File: src/rtl/clkgen_pkg.sv
package clkgen_pkg;
  localparam int unsigned RATE_W = 3;
  localparam int unsigned CNT_W  = 10;

  typedef logic [CNT_W-1:0]  cnt_t;
  typedef logic [RATE_W-1:0] rate_t;

  // frame length in master-clock cycles; 0 marks an unsupported code
  function automatic cnt_t frame_len(input rate_t code);
    case (code)
      3'b010:  return cnt_t'(256);
      3'b011:  return cnt_t'(384);
      3'b100:  return cnt_t'(512);
      3'b101:  return cnt_t'(768);
      default: return '0;
    endcase
  endfunction
endpackage

File: src/rtl/clkgen_frame_seq.sv
module clkgen_frame_seq
  import clkgen_pkg::*;
(
  input  logic  clk_i,
  input  logic  rst_ni,
  input  rate_t rate_sel_i,
  input  logic  dsp_mode_i,
  output cnt_t  cnt_n_o,
  output cnt_t  len_n_o,
  output logic  dsp_n_o,
  output logic  run_n_o,
  output logic  eval_o
);
  rate_t rate_q;
  logic  dsp_in_q, in_vld_q;
  cnt_t  cnt_q, len_q;
  logic  dsp_q, run_q;
  logic  boundary;

  assign boundary = in_vld_q && (!run_q || cnt_q == len_q - cnt_t'(1));

  always_comb begin
    cnt_n_o = cnt_q + cnt_t'(1);
    len_n_o = len_q;
    dsp_n_o = dsp_q;
    run_n_o = run_q;
    if (boundary) begin
      len_n_o = frame_len(rate_q);
      dsp_n_o = dsp_in_q;
      run_n_o = (len_n_o != '0);
      cnt_n_o = '0;
    end else if (!run_q) begin
      cnt_n_o = '0;
    end
  end

  assign eval_o = in_vld_q;

  always_ff @(posedge clk_i or negedge rst_ni) begin
    if (!rst_ni) begin
      rate_q   <= '0;
      dsp_in_q <= 1'b0;
      in_vld_q <= 1'b0;
      cnt_q    <= '0;
      len_q    <= '0;
      dsp_q    <= 1'b0;
      run_q    <= 1'b0;
    end else begin
      rate_q   <= rate_sel_i;
      dsp_in_q <= dsp_mode_i;
      in_vld_q <= 1'b1;
      cnt_q    <= cnt_n_o;
      len_q    <= len_n_o;
      dsp_q    <= dsp_n_o;
      run_q    <= run_n_o;
    end
  end
endmodule

File: src/rtl/clkgen_out_enc.sv
module clkgen_out_enc
  import clkgen_pkg::*;
#(
  parameter int unsigned BCLK_DIV_LOG2 = 2
) (
  input  logic clk_i,
  input  logic rst_ni,
  input  cnt_t cnt_n_i,
  input  cnt_t len_n_i,
  input  logic dsp_n_i,
  input  logic run_n_i,
  input  logic eval_i,
  output logic bclk_div_o,
  output logic lrclk_o,
  output logic err_o,
  output logic dsp_act_o,
  output logic gate_en_o
);
  logic bclk_n, lr_n, dsp_run_n;

  assign dsp_run_n = run_n_i & dsp_n_i;
  assign bclk_n    = run_n_i & ~dsp_n_i & cnt_n_i[BCLK_DIV_LOG2-1];
  assign lr_n      = run_n_i & (dsp_n_i ? (cnt_n_i == '0)
                                        : (cnt_n_i >= (len_n_i >> 1)));

  always_ff @(posedge clk_i or negedge rst_ni) begin
    if (!rst_ni) begin
      bclk_div_o <= 1'b0;
      lrclk_o    <= 1'b0;
      err_o      <= 1'b0;
      dsp_act_o  <= 1'b0;
    end else begin
      bclk_div_o <= bclk_n;
      lrclk_o    <= lr_n;
      err_o      <= eval_i & ~run_n_i;
      dsp_act_o  <= dsp_run_n;
    end
  end

  // enable for the pass-through gate moves only while the clock is low
  always_ff @(negedge clk_i or negedge rst_ni) begin
    if (!rst_ni) gate_en_o <= 1'b0;
    else         gate_en_o <= dsp_run_n;
  end
endmodule

File: src/rtl/audio_master_clkgen.sv
module audio_master_clkgen
  import clkgen_pkg::*;
#(
  parameter int unsigned BCLK_DIV_LOG2 = 2
) (
  input  logic              clk_i,
  input  logic              rst_ni,
  input  logic [RATE_W-1:0] rate_sel_i,
  input  logic              dsp_mode_i,
  output logic              bclk_o,
  output logic              lrclk_o,
  output logic              rate_err_o
);
  cnt_t cnt_n, len_n;
  logic dsp_n, run_n, eval;
  logic bclk_div, dsp_act, gate_en;

  clkgen_frame_seq u_seq (
    .clk_i      (clk_i),
    .rst_ni     (rst_ni),
    .rate_sel_i (rate_sel_i),
    .dsp_mode_i (dsp_mode_i),
    .cnt_n_o    (cnt_n),
    .len_n_o    (len_n),
    .dsp_n_o    (dsp_n),
    .run_n_o    (run_n),
    .eval_o     (eval)
  );

  clkgen_out_enc #(.BCLK_DIV_LOG2(BCLK_DIV_LOG2)) u_enc (
    .clk_i      (clk_i),
    .rst_ni     (rst_ni),
    .cnt_n_i    (cnt_n),
    .len_n_i    (len_n),
    .dsp_n_i    (dsp_n),
    .run_n_i    (run_n),
    .eval_i     (eval),
    .bclk_div_o (bclk_div),
    .lrclk_o    (lrclk_o),
    .err_o      (rate_err_o),
    .dsp_act_o  (dsp_act),
    .gate_en_o  (gate_en)
  );

  // DSP framing: bit clock is the master clock behind a low-phase gate
  assign bclk_o = bclk_div | (clk_i & gate_en);
endmodule

File: config.mk
export PLATFORM = sky130hd
export DESIGN_NAME = audio_master_clkgen
export DESIGN_NICKNAME = d
export VERILOG_FILES = /design/src/rtl/clkgen_pkg.sv /design/src/rtl/clkgen_frame_seq.sv /design/src/rtl/clkgen_out_enc.sv /design/src/rtl/audio_master_clkgen.sv
export SDC_FILE = /design/constraint.sdc
export NUM_CORES = 1
export LEC_CHECK = 0
export ABC_CLOCK_PERIOD_IN_PS = 4400
export BUFFER_PORTS_ARGS = -buffer_cell sky130_fd_sc_hd__buf_2
export CAP_MARGIN = 20
export CORE_AREA = 2 2 62 76
export DETAILED_ROUTE_END_ITERATION = 12
export DIE_AREA = 0 0 64 78
export PLACE_DENSITY = 0.68
export SLEW_MARGIN = 20
export SYNTH_ARGS = -nofsm -noshare
export SYNTH_HDL_FRONTEND = slang
export SYNTH_SLANG_ARGS = --single-unit
File: constraint.sdc
create_clock -name clk_i -period 4.4 [get_ports clk_i]
set_input_delay 0.44 -clock clk_i [delete_from_list [all_inputs] [get_ports clk_i]]
set_output_delay 0.44 -clock clk_i [all_outputs]
set_load 0.01 [all_outputs]
After elaboration in Yosys (flattened, before gate mapping)
Cells that the tools add are included.
W data, S select, Z words.
{ "totals": {"ff_bits": 31, "latchBits": 0, "ramBits": 0, "romBits": 0, "inputBits": 6, "elab_cells": 42, "memories": 0} }
{ "classes": {"add_sub_neg": 2, "mul": 0, "div_mod_pow": 0, "magnitude_cmp": 1, "n_eq_ne": 5, "n_shift": 0, "muxes": 8, "bitwise_logic": 9, "n_reduce_logical": 5} }
{ "op_table": {"columns": ["op", "n"], "rows": [
  ["$mux W10", 4],
  ["$pmux W10 S4", 1],
  ["$add A10 B1 Y10 const B", 1],
  ["$eq A10 B10 Y1", 1],
  ["$ge A10 B9 Y1", 1],
  ["$logic_not A10 Y1", 1],
  ["$reduce_bool A10 Y1", 1],
  ["$sub A10 B1 Y10 const B", 1],
  ["$and A1 B1 Y1", 6],
  ["$eq A3 B2 Y1 const B", 2],
  ["$eq A3 B3 Y1 const B", 2],
  ["$mux W1", 3],
  ["$not A1 Y1", 2],
  ["$logic_and A1 B1 Y1", 1],
  ["$logic_not A1 Y1", 1],
  ["$logic_or A1 B1 Y1", 1],
  ["$or A1 B1 Y1", 1]
]} }

Depth between registers and ports, before layout
{ "logic_depth": {"word_depth": 9, "mapped_depth": 17, "depth_no_buf": 16} }

By module
A second synthesis with hierarchy kept.
{ "unflattened": {"cells_unflattened": 182, "hier_area_um2": 1813.0} }
{ "modules_own_cells": {"columns": ["module", "instances", "cells_per_inst", "area_per_inst_um2", "seq_area_each_um2"], "rows": [
  ["clkgen_frame_seq", 1, 138, 1406.3, 675.6],
  ["clkgen_out_enc", 1, 43, 399.1, 125.1],
  ["audio_master_clkgen", 1, 1, 7.5, 0.0]
]} }

==> flow_summary_export.csv <==
group,metric,value,unit
status,status,"finished clean",
worst_setup_path,cp_data_required_time,2440,ps
global_routing,grt_pass1_wl,6490,µm
global_routing,grt_pass1_vias,1382,
final_layout,diodes,0,
logic_synthesis,syn_inst,187,
place,gp_congestion,0.879,
floorplanning,fp.dieH,78,µm
logic_synthesis,synth.area.top_cells,"dfrtp_1 39%, ha_1 7.3%, xnor2_1 4.7%",
global_routing,antenna_found_initial,0,
worst_setup_path,critical-path-top-delay-family,"compound AO/OA/AOI/OAI gates",
worst_setup_path,r2r-end,"u_enc.gate_en_o$_DFF_NN0_",
detailed_routing,drt_wl_total,3730,µm
clock_tree,hold_buffers,0,
final_layout,postLayoutCellArea,2140,µm²
clock_tree,cts_tree,"done",
job,maxCapViolations,0,
worst_setup_path,crit_chain,"nor4_2 > and2b_1 > o21a_1 > o221a_4 > o21ai_4 > a221oi_2 > a21oi_1",
logic_synthesis,async_flop_share,100,%
global_routing,overflow,0,
global_routing,grt_usage,17.5,%
logic_synthesis,synth.yosys.warnings,0,
detailed_routing,remaining_drc_errors,0,
detailed_routing,postRouteAntennaNets,0,
floorplanning,pin_count,9,
worst_setup_path,slowest_stage,"dfrtp_1",
detailed_routing,viasPerCell,5.29,
worst_setup_path,critPathMaxStageDelay,470,ps
worst_setup_path,path_max_fanout,8,
floorplanning,die-area,4990,µm²
floorplanning,floorplan.initialDensity,44.8,%
detailed_routing,drt_first_pass_iters,4,
logic_synthesis,yosysUniqueCellTypes,50,
worst_setup_path,crit_path_start_kind,"flop",
power,power.leakage,0.000985,µW
place,dpl.hpwl,2850,µm
worst_setup_path,rr_startpoint,"u_seq.len_q[3]$_DFF_PN0_",
power,power-per-cell-area,477,nW/µm²
sta,final.setup.tns,0,ps
worst_setup_path,worstRegToRegCells,7,
worst_setup_path,endpoint_kind,"flop",
final_layout,fin_nets,222,
sta,rsz0062_at_grt,"no",
detailed_routing,wl_per_cell,14.2,µm
logic_synthesis,synth_seq_cells,30,
sta,skew,26.1,ps
final_layout,syn_to_final_growth,13.8,%
logic_synthesis,ys.flop_type,"dfrtp_1",
sta,hold_viol,0,
clock_tree,cts_resized,0,
detailed_routing,vias,1385,
worst_setup_path,cp.depth,7,
sta,slew_viol_final,0,
final_layout,fillers,375,
logic_synthesis,syn_area,1880,µm²
worst_setup_path,cp.buffers_inverters,0,
worst_setup_path,crit_path_start,"u_seq.len_q[3]$_DFF_PN0_",
logic_synthesis,syn_avg_cell_area,10.0,µm²
clock_tree,clkSlewWorstSetupHoldPaths,60,ps
floorplanning,die_w,64,µm
final_layout,multiInputGateArea,1060,µm²
final_layout,largest_reg_flops,10,
worst_setup_path,crit_arrival,2270,ps
floorplanning,rows,26,
detailed_routing,drt_iter0_drc,57,
final_layout,register_area,751,µm²
place,port_buffers,8,
final_layout,layout-drive-gt1-share,18.0,%
hold_path,hold_class,"input pin to asynchronous set/reset pin",
global_routing,grt_max_degree,30,
logic_synthesis,synth_edf_count,0,
worst_setup_path,setup.reg_to_reg.worst_slack,170,ps
logic_synthesis,synthesis.nets,204,
sta,report.final.setup_viol,0,
worst_setup_path,worstSetupEndpoint,"u_enc.gate_en_o$_DFF_NN0_",
clock_tree,clkLatencyLatePin,410,ps
clock_tree,cts_setup_buffers,0,
place,placed_area,2000,µm²
logic_synthesis,seq_area_frac_synth,39.9,%
logic_synthesis,synth_top_area_cell,"dfrtp_1",
power,peakVddDrop,0.177,mV
final_layout,regMostFlops,"u_seq.cnt_q",
logic_synthesis,synth_top_area_share,38.6,%
worst_setup_path,criticalPathCategory,"flop to flop",
final_layout,reg_top3,"u_seq.cnt_q x10, u_seq.len_q x9, u_seq.rate_q x3",
floorplanning,core,4200,µm²
==> synth_stat cells, types with 3 or more instances <==
| cell type | instances |
|---|---|
| nor3_1 | 4 |
| and3_1 | 3 |
| a21oi_1 | 6 |
| xnor2_1 | 10 |
| nor2_1 | 12 |
| nand3_1 | 7 |
| ha_1 | 11 |
| inv_1 | 6 |
| a21o_1 | 5 |
| xor2_1 | 8 |
| and2_1 | 9 |
| buf_2 | 4 |
| nor2b_1 | 4 |
| mux2_4 | 3 |
| nand2_1 | 10 |
| a31oi_1 | 5 |
| mux2i_1 | 4 |
| dfrtp_1 | 29 |
| o21ai_0 | 6 |
| a211oi_1 | 3 |
==> through the flow <==
step           hold slack, ps  util (%)  setup slack (ps)  power (µW)  cells
2_1_floorplan             144         -              55.3         646    187
3_3_place_gp              541      47.7               183         724    251
3_5_place_dp              544      47.7               175         731    251
4_1_cts                   144      51.0               186        1040    262
5_1_grt                   145      51.0              25.9        1110    262
6_report                  130      51.0               171        1020    262
==> worst min path at each step <==
stage                        startpoint                    endpoint  slack [ps]
6_report                         rst_ni    u_seq.len_q[4]$_DFF_PN0_         130
3_5_place_dp   u_seq.len_q[1]$_DFF_PN0_    u_seq.len_q[1]$_DFF_PN0_         540
5_1_grt                   rate_sel_i[2]   u_seq.rate_q[2]$_DFF_PN0_         140
3_3_place_gp                     rst_ni    u_seq.len_q[4]$_DFF_PN0_         540
2_1_floorplan                    rst_ni  u_enc.bclk_div_o$_DFF_PN0_         140
4_1_cts                          rst_ni    u_seq.len_q[7]$_DFF_PN0_         140
==> worst register-to-register path, cell delays in order, from the launching register on <==
cell	delay, ps
dfrtp_1	470
nor4_2	400
and2b_1	220
o21a_1	170
o221a_4	230
o21ai_4	70
a221oi_2	260
a21oi_1	70
==> layout by cell type, fill, tap and decap left out, drive strengths merged, types with 3 or more instances in the layout <==
master	count
mux2	3
a31oi	5
inv	7
a21o	5
and2	9
a21oi	6
nor3	4
nor2	12
buf	15
and3	3
dfrtp	29
xnor2	10
a211oi	3
clkbuf	9
nand3	7
nor2b	4
o21ai	8
nand2	11
xor2	8
mux2i	4
ha	11
==> power breakdown <==
part           leakage, µW  switching, µW  internal [µW]
Sequential        0.000376           67.0            316
Clock            0.0000799            123            196
Combinational     0.000530            161            159
==> final cells by class <==
type	instances	share of cell area (%)
clock buffers	10	6.02
clock inverters	2	0.585
inverters	7	1.23
multi-input cells	143	49.7
flip-flops and latches	30	35.1
well taps	56	3.27
repair buffers	14	4.09
==> logic make-up after synthesis <==
| family | after synthesis | share of synthesized area (%) |
|---|---|---|
| xor gates and xnor gates | 18 | 8.39 |
| adders and majority gates | 11 | 7.32 |
| other | 1 | 0.200 |
| and+or+nand+nor | 69 | 21.0 |
| DFF | 30 | 39.9 |
| buffers and inverters | 14 | 3.46 |
| AOI/OAI and AO/OA | 37 | 15.2 |
| muxes | 7 | 4.53 |
==> per-layer routing <==
metal	global-route usage, %	share of wire [%]
met1	21.2	45
met2	26.5	49
met3	5.65	2.6
met4	11.7	2.5
met5	0	0
Power figures use the tool's default switching activity.
